==> src/rtl/pfq_pkg.sv <==
package pfq_pkg;
  localparam int unsigned BUS_BYTES = 2;
  typedef logic [7:0] byte_t;
  typedef logic [1:0] lanes_t;  // bytes pushed per cycle: 0..BUS_BYTES
endpackage

==> src/rtl/pfq_addr_gen.sv <==
module pfq_addr_gen #(
  parameter int unsigned SEG_W = 16,
  parameter int unsigned OFF_W = 16,
  parameter int unsigned SHIFT = 4,
  localparam int unsigned ADDR_W = SEG_W + SHIFT
) (
  input  logic [SEG_W-1:0]  seg_i,
  input  logic [OFF_W-1:0]  off_i,
  output logic [ADDR_W-1:0] addr_o
);
  // wraps modulo 2^ADDR_W
  assign addr_o = {seg_i, {SHIFT{1'b0}}} + ADDR_W'(off_i);
endmodule

==> src/rtl/pfq_fetch_ctrl.sv <==
module pfq_fetch_ctrl
  import pfq_pkg::*;
#(
  parameter int unsigned SEG_W   = 16,
  parameter int unsigned OFF_W   = 16,
  parameter int unsigned CNT_W   = 3,
  parameter logic [SEG_W-1:0] RST_SEG = '1,
  parameter logic [OFF_W-1:0] RST_OFF = '0
) (
  input  logic             clk_i,
  input  logic             rst_ni,
  input  logic             flush_i,
  input  logic [SEG_W-1:0] flush_seg_i,
  input  logic [OFF_W-1:0] flush_off_i,
  input  logic             mem_ack_i,
  input  logic [15:0]      mem_rdata_i,
  input  logic [CNT_W-1:0] free_i,
  input  logic             addr_lsb_i,
  output logic [SEG_W-1:0] seg_o,
  output logic [OFF_W-1:0] off_o,
  output logic             mem_req_o,
  output lanes_t           push_cnt_o,
  output byte_t            push_b0_o,
  output byte_t            push_b1_o
);
  logic [SEG_W-1:0] seg_q;
  logic [OFF_W-1:0] off_q;
  logic             take;

  assign mem_req_o  = addr_lsb_i ? (free_i >= CNT_W'(1)) : (free_i >= CNT_W'(BUS_BYTES));
  assign take       = mem_req_o && mem_ack_i && !flush_i;
  assign push_cnt_o = !take ? lanes_t'(0) : (addr_lsb_i ? lanes_t'(1) : lanes_t'(BUS_BYTES));
  // odd byte lives in the upper lane
  assign push_b0_o  = addr_lsb_i ? mem_rdata_i[15:8] : mem_rdata_i[7:0];
  assign push_b1_o  = mem_rdata_i[15:8];
  assign seg_o      = seg_q;
  assign off_o      = off_q;

  always_ff @(posedge clk_i or negedge rst_ni) begin
    if (!rst_ni) begin
      seg_q <= RST_SEG;
      off_q <= RST_OFF;
    end else if (flush_i) begin
      seg_q <= flush_seg_i;
      off_q <= flush_off_i;
    end else if (take) begin
      off_q <= off_q + OFF_W'(push_cnt_o);
    end
  end

  AST_REQ_HOLD: assert property (@(posedge clk_i) disable iff (!rst_ni)
    mem_req_o && !mem_ack_i && !flush_i |=> mem_req_o && $stable(off_q) && $stable(seg_q));
endmodule

==> src/rtl/pfq_byte_fifo.sv <==
module pfq_byte_fifo
  import pfq_pkg::*;
#(
  parameter int unsigned DEPTH = 6,
  localparam int unsigned CNT_W = $clog2(DEPTH + 1),
  localparam int unsigned PTR_W = (DEPTH > 1) ? $clog2(DEPTH) : 1
) (
  input  logic             clk_i,
  input  logic             rst_ni,
  input  logic             flush_i,
  input  lanes_t           push_cnt_i,
  input  byte_t            push_b0_i,
  input  byte_t            push_b1_i,
  input  logic             pop_i,
  output byte_t            head_o,
  output logic [CNT_W-1:0] fill_o,
  output logic [CNT_W-1:0] free_o
);
  byte_t            mem_q [DEPTH];
  logic [PTR_W-1:0] wr_q, rd_q, wr1, wr2;
  logic [CNT_W-1:0] cnt_q;

  function automatic logic [PTR_W-1:0] ptr_inc(input logic [PTR_W-1:0] p);
    return (p == PTR_W'(DEPTH - 1)) ? '0 : p + 1'b1;
  endfunction

  assign wr1    = ptr_inc(wr_q);
  assign wr2    = ptr_inc(wr1);
  assign head_o = mem_q[rd_q];
  assign fill_o = cnt_q;
  assign free_o = CNT_W'(DEPTH) - cnt_q;

  always_ff @(posedge clk_i or negedge rst_ni) begin
    if (!rst_ni) begin
      wr_q  <= '0;
      rd_q  <= '0;
      cnt_q <= '0;
    end else if (flush_i) begin
      wr_q  <= '0;
      rd_q  <= '0;
      cnt_q <= '0;
    end else begin
      wr_q  <= (push_cnt_i == lanes_t'(2)) ? wr2 : (push_cnt_i == lanes_t'(1)) ? wr1 : wr_q;
      rd_q  <= pop_i ? ptr_inc(rd_q) : rd_q;
      cnt_q <= cnt_q + CNT_W'(push_cnt_i) - CNT_W'(pop_i);
    end
  end

  always_ff @(posedge clk_i) begin
    if (!flush_i) begin
      if (push_cnt_i != lanes_t'(0)) mem_q[wr_q] <= push_b0_i;
      if (push_cnt_i == lanes_t'(2)) mem_q[wr1]  <= push_b1_i;
    end
  end

  AST_NO_OVERFLOW: assert property (@(posedge clk_i) disable iff (!rst_ni)
    CNT_W'(push_cnt_i) <= free_o);
  AST_NO_UNDERFLOW: assert property (@(posedge clk_i) disable iff (!rst_ni)
    pop_i |-> cnt_q != '0);
  AST_PUSH_POP_ONE: assert property (@(posedge clk_i) disable iff (!rst_ni)
    !flush_i && pop_i && push_cnt_i == lanes_t'(1) |=> cnt_q == $past(cnt_q));
endmodule

==> src/rtl/pfq_top.sv <==
module pfq_top
  import pfq_pkg::*;
#(
  parameter int unsigned SEG_W = 16,
  parameter int unsigned OFF_W = 16,
  parameter int unsigned SHIFT = 4,
  parameter int unsigned DEPTH = 6,
  parameter logic [SEG_W-1:0] RST_SEG = 16'hFFFF,
  parameter logic [OFF_W-1:0] RST_OFF = 16'h0000
) (
  input  logic                   clk_i,
  input  logic                   rst_ni,
  input  logic                   flush_i,
  input  logic [SEG_W-1:0]       flush_seg_i,
  input  logic [OFF_W-1:0]       flush_off_i,
  output logic                   mem_req_o,
  output logic [SEG_W+SHIFT-1:0] mem_addr_o,
  input  logic                   mem_ack_i,
  input  logic [15:0]            mem_rdata_i,
  output logic                   dec_valid_o,
  output logic [7:0]             dec_byte_o,
  input  logic                   dec_ready_i
);
  localparam int unsigned CNT_W = $clog2(DEPTH + 1);

  logic [SEG_W-1:0] seg;
  logic [OFF_W-1:0] off;
  logic [CNT_W-1:0] fill, free;
  lanes_t           push_cnt;
  byte_t            push_b0, push_b1, head;
  logic             pop;

  pfq_addr_gen #(.SEG_W(SEG_W), .OFF_W(OFF_W), .SHIFT(SHIFT)) u_addr (
    .seg_i(seg), .off_i(off), .addr_o(mem_addr_o)
  );

  pfq_fetch_ctrl #(
    .SEG_W(SEG_W), .OFF_W(OFF_W), .CNT_W(CNT_W), .RST_SEG(RST_SEG), .RST_OFF(RST_OFF)
  ) u_ctrl (
    .clk_i, .rst_ni, .flush_i, .flush_seg_i, .flush_off_i,
    .mem_ack_i, .mem_rdata_i,
    .free_i(free), .addr_lsb_i(mem_addr_o[0]),
    .seg_o(seg), .off_o(off), .mem_req_o,
    .push_cnt_o(push_cnt), .push_b0_o(push_b0), .push_b1_o(push_b1)
  );

  pfq_byte_fifo #(.DEPTH(DEPTH)) u_fifo (
    .clk_i, .rst_ni, .flush_i,
    .push_cnt_i(push_cnt), .push_b0_i(push_b0), .push_b1_i(push_b1),
    .pop_i(pop), .head_o(head), .fill_o(fill), .free_o(free)
  );

  assign dec_valid_o = (fill != '0) && !flush_i;
  assign dec_byte_o  = head;
  assign pop         = dec_valid_o && dec_ready_i;

  AST_ROOM_EVEN: assert property (@(posedge clk_i) disable iff (!rst_ni)
    mem_req_o && !mem_addr_o[0] |-> fill <= CNT_W'(DEPTH - 2));
  AST_FLUSH_EMPTY: assert property (@(posedge clk_i) disable iff (!rst_ni)
    flush_i |=> !dec_valid_o);
  AST_REALIGN: assert property (@(posedge clk_i) disable iff (!rst_ni)
    mem_req_o && mem_ack_i && !flush_i |=> !mem_addr_o[0]);
endmodule

==> config.mk <==
export PLATFORM = sky130hd
export DESIGN_NAME = pfq_top
export DESIGN_NICKNAME = d
export VERILOG_FILES = /design/src/rtl/pfq_pkg.sv /design/src/rtl/pfq_addr_gen.sv /design/src/rtl/pfq_fetch_ctrl.sv /design/src/rtl/pfq_byte_fifo.sv /design/src/rtl/pfq_top.sv
export SDC_FILE = /design/constraint.sdc
export NUM_CORES = 1
export LEC_CHECK = 0
export BUFFER_PORTS_ARGS = -buffer_cell sky130_fd_sc_hd__buf_2
export CAP_MARGIN = 10
export CORE_ASPECT_RATIO = 1.1
export CORE_MARGIN = 2
export CORE_UTILIZATION = 35
export CTS_CLUSTER_DIAMETER = 60
export DETAILED_ROUTE_END_ITERATION = 10
export PLACE_DENSITY = 0.62
export SYNTH_ARGS = -nofsm -noshare
export SYNTH_HDL_FRONTEND = slang
export SYNTH_SLANG_ARGS = --single-unit
export TNS_END_PERCENT = 50
==> constraint.sdc <==
create_clock -name clk_i -period 3.9 [get_ports clk_i]
set_clock_uncertainty 0.1 [all_clocks]
set_input_delay 0.195 -clock clk_i [delete_from_list [all_inputs] [get_ports clk_i]]
set_output_delay 0.195 -clock clk_i [all_outputs]
set_load 0.005 [all_outputs]
==> impl_results.md, run 1 <==
* Status: complete, no violations
* HP Start: flush_i
* Num CTS Buffers at 9
* Min-Delay Endpoint: u_fifo.rd_q[2]
* CP cell instances: inv_1 -> ha_1 -> nand4_1 -> nor3b_1 -> and2_1 -> inv_1 -> fa_1 -> nor2b_1 -> nand4_1 -> xor2_1 -> o21ai_0
* Clk slew on worst S/H paths at 0.06 ns
* Synthesized Nets at 531
* Post-synthesis simple-gate area fraction at 0.1140
* Top_reg_cell synth: edfxtp_1
* Vias at 3969
* CTS tree: yes
* M1 WL at 5.371 mm
* Share of layout cells above drive strength 1 at 0.3538
* Starting Density at 0.3565
* Fin. Hold Viols at 0
* Largest net degree at the start of global routing at 59
* Clock H-tree levels at 3
* FF-to-FF path depth at 11
* GRT Overall Usage at 0.1653
* CP max-delay cell: nor3b_1
* Max stage delay on crit path at 0.45 ns
* Max-cap violations at 0
* Worst skew pair latency at 0.35 ns
* DRC violations left at 0
* Routability cong. at 0.8666
* Floorplan Core Area at 15050 µm²
* RSZ-0062 raised after global routing: false
* Most frequent cell after synthesis: mux2_2
* Power after layout at 0.002824 W
* Avg WL per Cell at 16.69 µm
* Worst R2R End: u_ctrl.off_o[12]
* Leakage power total at 2.595 nW
* Crit end category: register
* Worst-margin pin slew at 0.9770 ns
* Number of global-route vias before repair at 4260
* Syn avg cell area at 11.77 µm²
* Post-layout minimum cycle time at 3.192 ns
* Final setup fails at 0
* CTS root buffer: clkbuf_16
* Die Area at 16340 µm²
* P per Cell Area at 429.6 nW/µm²
* Max-slew headroom at 0.3486
* Leading area contributor after synthesis: edfxtp_1
* Sum Neg Setup Slack at 0 ns
* Main combinational cell family by area after synthesis: multiplexers
* Met2 wire len at 6.543 mm
* WP data arrival at 3.36 ns
* Compound-cell area share of the yosys netlist at 0.1056
* Post-synthesis sequential area ratio at 0.4635
* Mapped Area at 5366 µm²
* DR WL met3 at 620 µm
* Flop-to-flop setup slack at 0.71 ns
* # IOs at 83
* Post-synth EDFFs at 48
* ANT cells at 0
* Data required, critical path at 4.07 ns
* Fin crit share at 0.8185
* Worst Path Max Fanout at 6
* WL final at 12.80 mm
* Top cells by count, synth: mux2_2, edfxtp_1, nand2_1, nor2_1, dfrtp_1
* Initial antenna violation count at 1
* Place WS at 0.7046 ns
* Clock buffer depth at 2
* Setup CP Type: reg2reg
* Detailed Place HPWL at 8.915 mm
* XOR/XNOR share of the synthesized area at 0.04570
* Slew Viols, Final at 0
* Max layer used: met5
* VDD IR-drop max at 283.4 µV
* Initial DRC count at 163
* Post-CTS Setup Repair Bufs at 0
* Rows at 47
* Vias per cell at 5.175
* Fin nets at 641
* Achievable frequency at 313.3 MHz
* Synth Area in Adders at 0.05549
* Port Buffers at 82
* Synth area leaders: edfxtp_1, mux2_2, dfrtp_1, dfstp_2, ha_1
* Synth cell types at 55
* DIE HEIGHT at 133.9 µm
* Mapped Cells at 456
* Min-Delay Path Depth at 2
* Post-route ant nets at 0
* Grt total ovfl at 0
* Number of synthesized register bits at 89
* Async S/R FF share, synth at 0.4607
* Synth warn at 0
* Post-route worst setup slack at 0.7077 ns
* CTS sink cnt at 89
* Die width at 122.1 µm
* Multiplexer area fraction after synthesis at 0.1826
* Reg2reg start: u_fifo.fill_o[0]
* Drt pass-1 iters at 4
* Global-route wire length before repair at 20.84 mm
* Startpoint types: register
* Synth top area share at 0.2686
* Syn-to-layout area delta at 22.50%
* Min-Delay Path Class: in2reg
[layout by cell type (no fill, tap or decap), types with 9 or more instances in the layout]
| cell type | instances |
|---|---|
| a21oi_1 | 21 |
| buf_2 | 82 |
| clkbuf_16 | 9 |
| dfrtp_1 | 25 |
| dfstp_2 | 16 |
| dlygate4sd3_1 | 33 |
| edfxtp_1 | 48 |
| ha_1 | 19 |
| inv_1 | 18 |
| mux2_2 | 63 |
| mux2i_1 | 9 |
| nand2_1 | 32 |
| nand4_1 | 10 |
| nor2_1 | 27 |
| o21ai_0 | 24 |
| xnor2_1 | 12 |
| xor2_1 | 16 |
[cell families after synthesis]
group,count (synthesis)
compound gates,77
xor+xnor,28
fa+ha+maj,22
buf+inv,42
flops,89
mux,80
simple gates,118
[final cells by class]
| class | instances | area [µm²] |
|---|---|---|
| clock buffer | 9 | 225.2 |
| clock inverter | 7 | 46.29 |
| fill | 1427 | 8481 |
| inverter | 18 | 67.56 |
| multi-input combinational | 325 | 2701 |
| sequential | 89 | 2487 |
| tap | 196 | 245.2 |
| timing repair buffer | 123 | 800.8 |
[through the flow]
step	std cells	area (µm²)	utilization	hold slack, ns
after floorplan	456	5366	-	-0.2006
after global placement	718	5972	0.3967	0.2957
after detailed placement	718	5972	0.3967	0.3099
after CTS	767	6574	0.4367	0.02236
after global routing	767	6574	0.4367	0.03868
final	767	6574	0.4367	0.03638
[repair_timing]
item | 4_1_cts | 5_1_grt
resized for setup | 0 | 0
hold buffers | 33 | 0
endpoints found under the hold margin | 57 | 0
[flip-flops by register name, indices dropped and copies added (netlist names)]
| signal | flops |
|---|---|
| u_ctrl.off_o | 16 |
| u_ctrl.seg_o | 16 |
| u_fifo.fill_o | 3 |
| u_fifo.mem_q | 48 |
| u_fifo.rd_q | 3 |
| u_fifo.wr_q | 3 |
[routing by layer]
| layer | vias to the layer above | global-route usage |
|---|---|---|
| li1 | 1906 | - |
| met1 | 1930 | 0.1873 |
| met2 | 111 | 0.2964 |
| met3 | 20 | 0.04549 |
| met4 | 2 | 0.05811 |
| met5 | - | 0 |
[worst max-delay path by stage]
stage	startpoint	endpoint	slack, ns
3_3_place_gp	u_fifo.fill_o[0]	u_ctrl.off_o[14]	0.87
6_report	u_fifo.fill_o[0]	u_ctrl.off_o[12]	0.71
3_5_place_dp	u_fifo.fill_o[0]	u_ctrl.off_o[14]	0.70
5_1_grt	u_fifo.fill_o[1]	u_ctrl.off_o[4]	0.46
2_1_floorplan	u_fifo.fill_o[0]	u_ctrl.off_o[10]	0.93
4_1_cts	u_fifo.fill_o[0]	u_ctrl.off_o[12]	0.70
[worst max-delay path, delay by kind of cell (launching register included)]
kind	cells	cell delay (ns)
and+or+nand+nor	5	1.37
adders and majority gates	2	0.76
DFF	1	0.39
xor gates and xnor gates	1	0.20
AOI/OAI and AO/OA	1	0.15
buffers and inverters	2	0.14
[where the power goes]
group	switching [W]	total, W	internal, W
logic	0.000414	0.000832	0.000417
registers	0.0000932	0.00118	0.00109
clock network	0.000379	0.000809	0.000431
total	0.000886	0.00282	0.00194
(Power assumes the default switching activity.)
==> inputs of run 2 (changes only) <==
--- a/config.mk
+++ b/config.mk
@@ -12,7 +12,7 @@
 export CORE_UTILIZATION = 35
 export CTS_CLUSTER_DIAMETER = 60
 export DETAILED_ROUTE_END_ITERATION = 10
-export PLACE_DENSITY = 0.62
+export PLACE_DENSITY = 0.64
 export SYNTH_ARGS = -nofsm -noshare
 export SYNTH_HDL_FRONTEND = slang
 export SYNTH_SLANG_ARGS = --single-unit
==> constraint.sdc (replaced) <==
create_clock -name clk_i -period 2.9 [get_ports clk_i]
set_clock_uncertainty 0.1 [all_clocks]
set_input_delay 0.145 -clock clk_i [delete_from_list [all_inputs] [get_ports clk_i]]
set_output_delay 0.145 -clock clk_i [all_outputs]
set_load 0.005 [all_outputs]
==> run 2 against run 1 <==
  * Cell area grew 2.5%
  * Hold slack improved by 0.030 ns
  * Power grew 40%
  * Clock power rose by 47%
  * Die area is the same
  * Largest power group unchanged
==> impl_results.md, run 2 (same netlist as run 1, synthesis figures left out) <==
* WP data arrival at 2.57 ns (-0.79 ns)
* Port Buffers at 82 (unchanged)
* CTS tree: yes
* Worst-margin pin slew at 0.9400 ns (-0.03705 ns)
* Fin crit share at 0.9690
* Data required, critical path at 2.65 ns (-1.42 ns)
* Syn-to-layout area delta at 25.58%
* Initial DRC count at 197 (+21%)
* Clock H-tree levels at 3 (unchanged)
* Most frequent cells in the layout: buf_2, mux2_2, edfxtp_1
* Die width at 122.1 µm (unchanged)
* Post-route worst setup slack at 0.08976 ns (-0.6179 ns)
* Floorplan Core Area at 15050 µm² (unchanged)
* Achievable frequency at 355.8 MHz
* Max reg flops at 48 (unchanged)
* Reg2reg start: u_fifo.fill_o[0]
* Max stage delay on crit path at 0.54 ns (+0.09 ns)
* Avg WL per Cell at 16.43 µm (-1.5%)
* CTS sink cnt at 89 (unchanged)
* Starting Density at 0.3565 (unchanged)
* DRC violations left at 0 (unchanged)
* ANT cells at 0 (unchanged)
* Detailed Place HPWL at 8.989 mm (+0.82%)
* Number of global-route vias before repair at 4174 (-2.0%)
* GRT Overall Usage at 0.1610 (-0.004311)
* Post-layout minimum cycle time at 2.810 ns
* CTS root buffer: clkbuf_16
* Num CTS Buffers at 9 (unchanged)
* Top reg by flops: u_fifo.mem_q
* Startpoint types: register
* Setup CP Type: reg2out
* Largest net degree at the start of global routing at 61 (+3.4%)
* Internal at 0.002736 W (+41%)
* Routability cong. at 0.9072 (+4.7%)
* Vias per cell at 5.170 (about the same)
* Setup crit start: u_ctrl.seg_o[8]
* DIE HEIGHT at 133.9 µm (unchanged)
* CP cell instances: ha_2 -> nor2_1 -> o31a_1 -> a31o_2 -> or4_1 -> o311ai_1 -> buf_2
* Min-Delay Path Depth at 2 (unchanged)
* Final setup fails at 0 (unchanged)
* Place WS at 0.1722 ns (-0.5324 ns)
* Die Area at 16340 µm² (unchanged)
* FF-to-FF path depth at 10 (-1)
* Worst skew pair latency at 0.35 ns (about the same)
* Initial antenna violation count at 0 (-1)
* Max-slew headroom at 0.3733 (+0.02470)
* # IOs at 83 (unchanged)
* CP max-delay cell: dfstp_2
* Min-Delay Path Class: in2reg
* Vias at 4017 (+1.2%)
* Share of layout cells above drive strength 1 at 0.3838 (+0.03006)
* Global-route wire length before repair at 20.62 mm (-1.1%)
* Power after layout at 0.003951 W (+40%)
* Sw Ratio at 0.3076 (-0.006133)
* VDD IR-drop max at 462.9 µV (+63%)
* Status: complete, no violations
* Clk slew on worst S/H paths at 0.07 ns (about the same)
* Crit end category: output port
* P per Cell Area at 586.3 nW/µm² (+36%)
* Grt total ovfl at 0 (unchanged)
* Commonest non-fill, non-tap cell in the layout: buf_2
* HP Start: mem_rdata_i[15]
* Leakage power total at 2.678 nW (+3.2%)
* Worst Path Max Fanout at 8 (+2)
* Fin Hold WS at 0.06603 ns (+0.02965 ns)
* Fin. Hold Viols at 0 (unchanged)
* Rows at 47 (unchanged)
* Post-route ant nets at 0 (unchanged)
* Max-cap violations at 0 (unchanged)
* WL final at 12.77 mm (-0.27%)
* Clock buffer depth at 2 (unchanged)
* NetSw at 0.001215 W (+37%)
* Clock power share at 0.302 (+0.016)
* RSZ-0062 raised after global routing: true
* Combinational fraction of design power at 0.295 (about the same)
* Fin nets at 651 (+1.6%)
* Drt pass-1 iters at 4 (unchanged)
* Slew Viols, Final at 0 (unchanged)
* Seq pwr share at 0.402 (-0.017)
==> run 2: cell count changes in the layout (fill, tap and decap cells not counted), moves of 2 or more <==
cell / change
fa_1: -2
inv_6: +2
ha_1: -2
buf_4: +10
fa_2: +2
clkinv_1: -2
==> run 2: worst max-delay path, delay by kind of cell, from the launching register on <==
| family | cells | cell delay (ns) |
|---|---|---|
| flip-flops | 1 | 0.54 |
| buffers and inverters | 1 | 0.18 |
| AO/OA/AOI/OAI | 3 | 0.63 |
| adder cells (fa/ha/maj) | 1 | 0.27 |
| AND/OR/NAND/NOR | 2 | 0.59 |
==> run 2: routing by layer <==
layer	track usage	part of all wire
met1	0.2011	0.43
met2	0.2762	0.50
met3	0.03827	0.054
met4	0.04725	0.018
met5	0	0
==> run 2: final timing paths <==
check / end / slack (ns)
worst min register to register: u_ctrl.seg_o[12] / 0.45
max in group asynchronous: u_fifo.rd_q[1] / 1.71
min in group asynchronous: u_ctrl.off_o[11] / 0.41
worst max-delay path: mem_addr_o[19] / 0.09
worst max register to register: u_ctrl.off_o[7] / 0.18
worst min-delay path: u_fifo.mem_q[4][7] / 0.07
==> run 2: per-stage QoR <==
step / instance area [µm²] / setup TNS (ns) / utilization / cells
detailed placement: 6031 / 0 / 0.4006 / 725
global placement: 6031 / 0 / 0.4006 / 725
global route: 6739 / -0.04702 / 0.4476 / 777
finish: 6739 / 0 / 0.4476 / 777
CTS: 6673 / 0 / 0.4432 / 774
floorplan: 5373 / 0 / - / 456
==> run 2: layout make-up <==
cell class | count | area [µm²]
tap | 196 | 245.2
inverter | 18 | 67.56
multi-input combinational | 325 | 2763
clock buffer | 9 | 225.2
clock inverter | 7 | 75.07
sequential | 89 | 2487
fill | 1409 | 8315
timing repair buffer | 133 | 875.8
==> run 2: power by group through the flow <==
stage | Clock [W] | Sequential, W | Combinational [W]
floorplan | 0 | 0.00154 | 0.000805
global placement | 0 | 0.00160 | 0.00107
detailed placement | 0 | 0.00161 | 0.00110
CTS | 0.00123 | 0.00159 | 0.00115
global route | 0.00127 | 0.00161 | 0.00129
finish | 0.00119 | 0.00159 | 0.00117
==> run 2: repair_timing <==
action | in CTS | in global routing
buffers inserted | 0 | 3
endpoints found under the setup margin | 3 | 8
hold buffers | 33 | 0
hold endpoints to repair | 57 | 0
pin swaps | 0 | 5
resized for setup | 2 | 9
==> inputs of run 3 (changes only) <==
--- a/config.mk
+++ b/config.mk
@@ -12,7 +12,7 @@
 export CORE_UTILIZATION = 35
 export CTS_CLUSTER_DIAMETER = 60
 export DETAILED_ROUTE_END_ITERATION = 10
-export PLACE_DENSITY = 0.64
+export PLACE_DENSITY = 0.62
 export SYNTH_ARGS = -nofsm -noshare
 export SYNTH_HDL_FRONTEND = slang
 export SYNTH_SLANG_ARGS = --single-unit
==> constraint.sdc (replaced) <==
create_clock -name clk_i -period 3.6 [get_ports clk_i]
set_clock_uncertainty 0.1 [all_clocks]
set_input_delay 0.18 -clock clk_i [delete_from_list [all_inputs] [get_ports clk_i]]
set_output_delay 0.18 -clock clk_i [all_outputs]
set_load 0.005 [all_outputs]
==> run 3 against run 2 <==
  * Sequential cell count is the same
  * Cell area shrank 2.1%
  * Non-clock buffer count shrank 9
  * Die area is the same
  * Sequential share of layout area grew 0.79 points
  * Critical path depth grew 2
  * Combinational power shrank 23%
  * Clock-buffer cell count grew 1
  * Power shrank 21%
  * Via count shrank 2.1%
  * Global-route usage grew 0.35 points
  * Largest power group unchanged
==> impl_results.md, run 3 (same netlist as run 1, synthesis figures left out) <==
* Post-Place Cells at 719 (-0.83%)
* Max-cap violations at 0 (unchanged)
* Crit end category: output port
* Clock buffer depth at 2 (unchanged)
* Routability cong. at 0.8427 (-7.1%)
* DIE HEIGHT at 133.9 µm (unchanged)
* Slew Viols, Final at 0 (unchanged)
* RSZ-0062 raised after global routing: false
* Max stage delay on crit path at 0.53 ns (about the same)
* FF-to-FF path depth at 12 (+2)
* Avg WL per Cell at 16.59 µm (+1.0%)
* ANT cells at 0 (unchanged)
* Fillers at 1442 (+2.3%)
* Vias per cell at 5.120 (-0.97%)
* CTS root buffer: clkbuf_16
* Status: complete, no violations
* CP max-delay cell: dfstp_2
* CTS sink cnt at 89 (unchanged)
* Initial antenna violation count at 0 (unchanged)
* WP data arrival at 2.83 ns (+0.26 ns)
* Setup CP Type: reg2out
* Detailed Place HPWL at 8.801 mm (-2.1%)
* Num CTS Buffers at 9 (unchanged)
* CTS resizes at 0 (-2)
* Seq pwr share at 0.412 (+0.010)
* Worst-margin pin slew at 0.9480 ns (+0.008055 ns)
* # IOs at 83 (unchanged)
* Worst skew pair latency at 0.35 ns (about the same)
* GRT Overall Usage at 0.1646 (+0.003547)
* Internal at 0.002166 W (-21%)
* Vias at 3932 (-2.1%)
* CTS tree: yes
* Post-layout minimum cycle time at 3.110 ns
* Combinational fraction of design power at 0.289 (-0.006)
* Clk slew on worst S/H paths at 0.06 ns (about the same)
* Global-route wire length before repair at 20.83 mm (+1.0%)
* Grt total ovfl at 0 (unchanged)
* Starting Density at 0.3565 (unchanged)
* Delay-heaviest family, CP: compound AO/OA/AOI/OAI gates
* Rows at 47 (unchanged)
* Floorplan Core Area at 15050 µm² (unchanged)
* Fin. Hold Viols at 0 (unchanged)
* Min-Delay Path Depth at 2 (unchanged)
* Fin crit share at 0.8638
* Worst Path Buf+Inv at 2 (+1)
* Commonest non-fill, non-tap cell in the layout: buf_2
* Worst R2R End: u_ctrl.off_o[14]
* Most frequent cells in the layout: buf_2, mux2_2, edfxtp_1
* Max reg flops at 48 (unchanged)
* Reg2reg start: u_fifo.fill_o[0]
* Post-CTS Setup Repair Bufs at 0 (unchanged)
* Data required, critical path at 3.32 ns (+0.67 ns)
* Syn-to-layout area delta at 22.94%
* Startpoint types: register
* Max-slew headroom at 0.3680 (-0.005370)
* Largest net degree at the start of global routing at 59 (-3.3%)
* Share of layout cells above drive strength 1 at 0.3514 (-0.03242)
* Number of global-route vias before repair at 4117 (-1.4%)
* P per Cell Area at 471.4 nW/µm² (-20%)
* CP cell instances: ha_1 -> inv_1 -> fa_1 -> nand2b_1 -> a21o_1 -> a21oi_1 -> nor4_1 -> a311o_1 -> buf_2
* Sum Neg Setup Slack at 0 ns (unchanged)
* Port Buffers at 82 (unchanged)
* Die width at 122.1 µm (unchanged)
* Fin nets at 642 (-1.4%)
* Top reg by flops: u_fifo.mem_q
* Clock H-tree levels at 3 (unchanged)
* Worst Path Max Fanout at 5 (-3)
* Flop-to-flop setup slack at 0.61 ns (+0.43 ns)
* Die Area at 16340 µm² (unchanged)
* Drt pass-1 iters at 5 (+1)
* Register area at 2487 µm² (unchanged)
* Initial DRC count at 183 (-7.1%)
* VDD IR-drop max at 290.7 µV (-37%)
* Achievable frequency at 321.6 MHz
* Min-Delay Endpoint: u_fifo.rd_q[2]
* Final non-filler cell total at 768 (-1.2%)
* Multi-input gate area at 2701 µm² (-2.2%)
* Leakage power total at 2.608 nW (-2.6%)
* NetSw at 0.0009434 W (-22%)
* Min-Delay Path Class: in2reg
* Final setup fails at 0 (unchanged)
* Post-route worst setup slack at 0.4904 ns (+0.4007 ns)
* Place WS at 0.5967 ns (+0.4245 ns)
* Util after Layout at 0.4382 (-0.009392)
* Clock power share at 0.299 (-0.003)
* DRC violations left at 0 (unchanged)
* HP Start: flush_i
* WL final at 12.74 mm (-0.16%)
* Sw Ratio at 0.3034 (-0.004207)
* Post-route ant nets at 0 (unchanged)
## run 3: timing repair
action,CTS,global route
setup endpoints to repair,0,0
hold buffers,33,0
hold endpoints to repair,57,0
## run 3: worst max path at each step
stage	cells past startpoint	to	slack, ns	startpoint
after floorplan	10	u_ctrl.off_o[10]	0.63	u_fifo.fill_o[0]
after global placement	12	u_ctrl.off_o[14]	0.72	u_fifo.fill_o[0]
after detailed placement	12	u_ctrl.off_o[14]	0.60	u_fifo.fill_o[0]
after CTS	9	mem_addr_o[14]	0.51	u_ctrl.seg_o[0]
after global routing	12	u_ctrl.off_o[6]	0.23	u_fifo.fill_o[0]
final	9	mem_addr_o[14]	0.49	u_ctrl.seg_o[0]
## run 3: power by group through the flow
stage	Sequential (W)	Combinational, W	Clock [W]
floorplan	0.00124	0.000647	0
global placement	0.00130	0.000849	0
detailed placement	0.00130	0.000871	0
CTS	0.00128	0.000903	0.000952
global route	0.00129	0.00100	0.00100
finish	0.00128	0.000898	0.000931
## run 3: layout make-up
| cell class | instances | share of cell area |
|---|---|---|
| well taps | 196 | 0.03717 |
| repair buffers | 124 | 0.1225 |
| clock inverters | 6 | 0.008913 |
| inverters | 18 | 0.01024 |
| clock buffers | 10 | 0.03471 |
| multi-input cells | 325 | 0.4094 |
| flip-flops and latches | 89 | 0.3770 |
## run 3: worst register-to-register path: stages, from the launching register on
cell	delay (ns)
dfrtp_1	0.39
inv_1	0.08
ha_1	0.38
nand4_1	0.13
nor3b_1	0.19
buf_4	0.16
and2_1	0.15
inv_1	0.06
fa_1	0.39
nor2b_1	0.37
nand4_1	0.17
xor2_1	0.20
o21ai_0	0.14
## run 3: layer usage
layer / vias to the layer above / share of wire / GRT usage
met5: - / 0 / 0
met3: 16 / 0.051 / 0.04549
met1: 1896 / 0.43 / 0.1931
met4: 0 / 0.011 / 0.03512
met2: 109 / 0.51 / 0.2983
li1: 1911 / - / -
## run 3: through the flow
step	total power, W	hold slack (ns)	cell area [µm²]
2_1_floorplan	0.001887	-0.2156	5366
3_3_place_gp	0.002144	0.2747	5979
3_5_place_dp	0.002173	0.2871	5979
4_1_cts	0.003138	0.02458	6598
5_1_grt	0.003298	0.03240	6598
6_report	0.003110	0.02921	6598
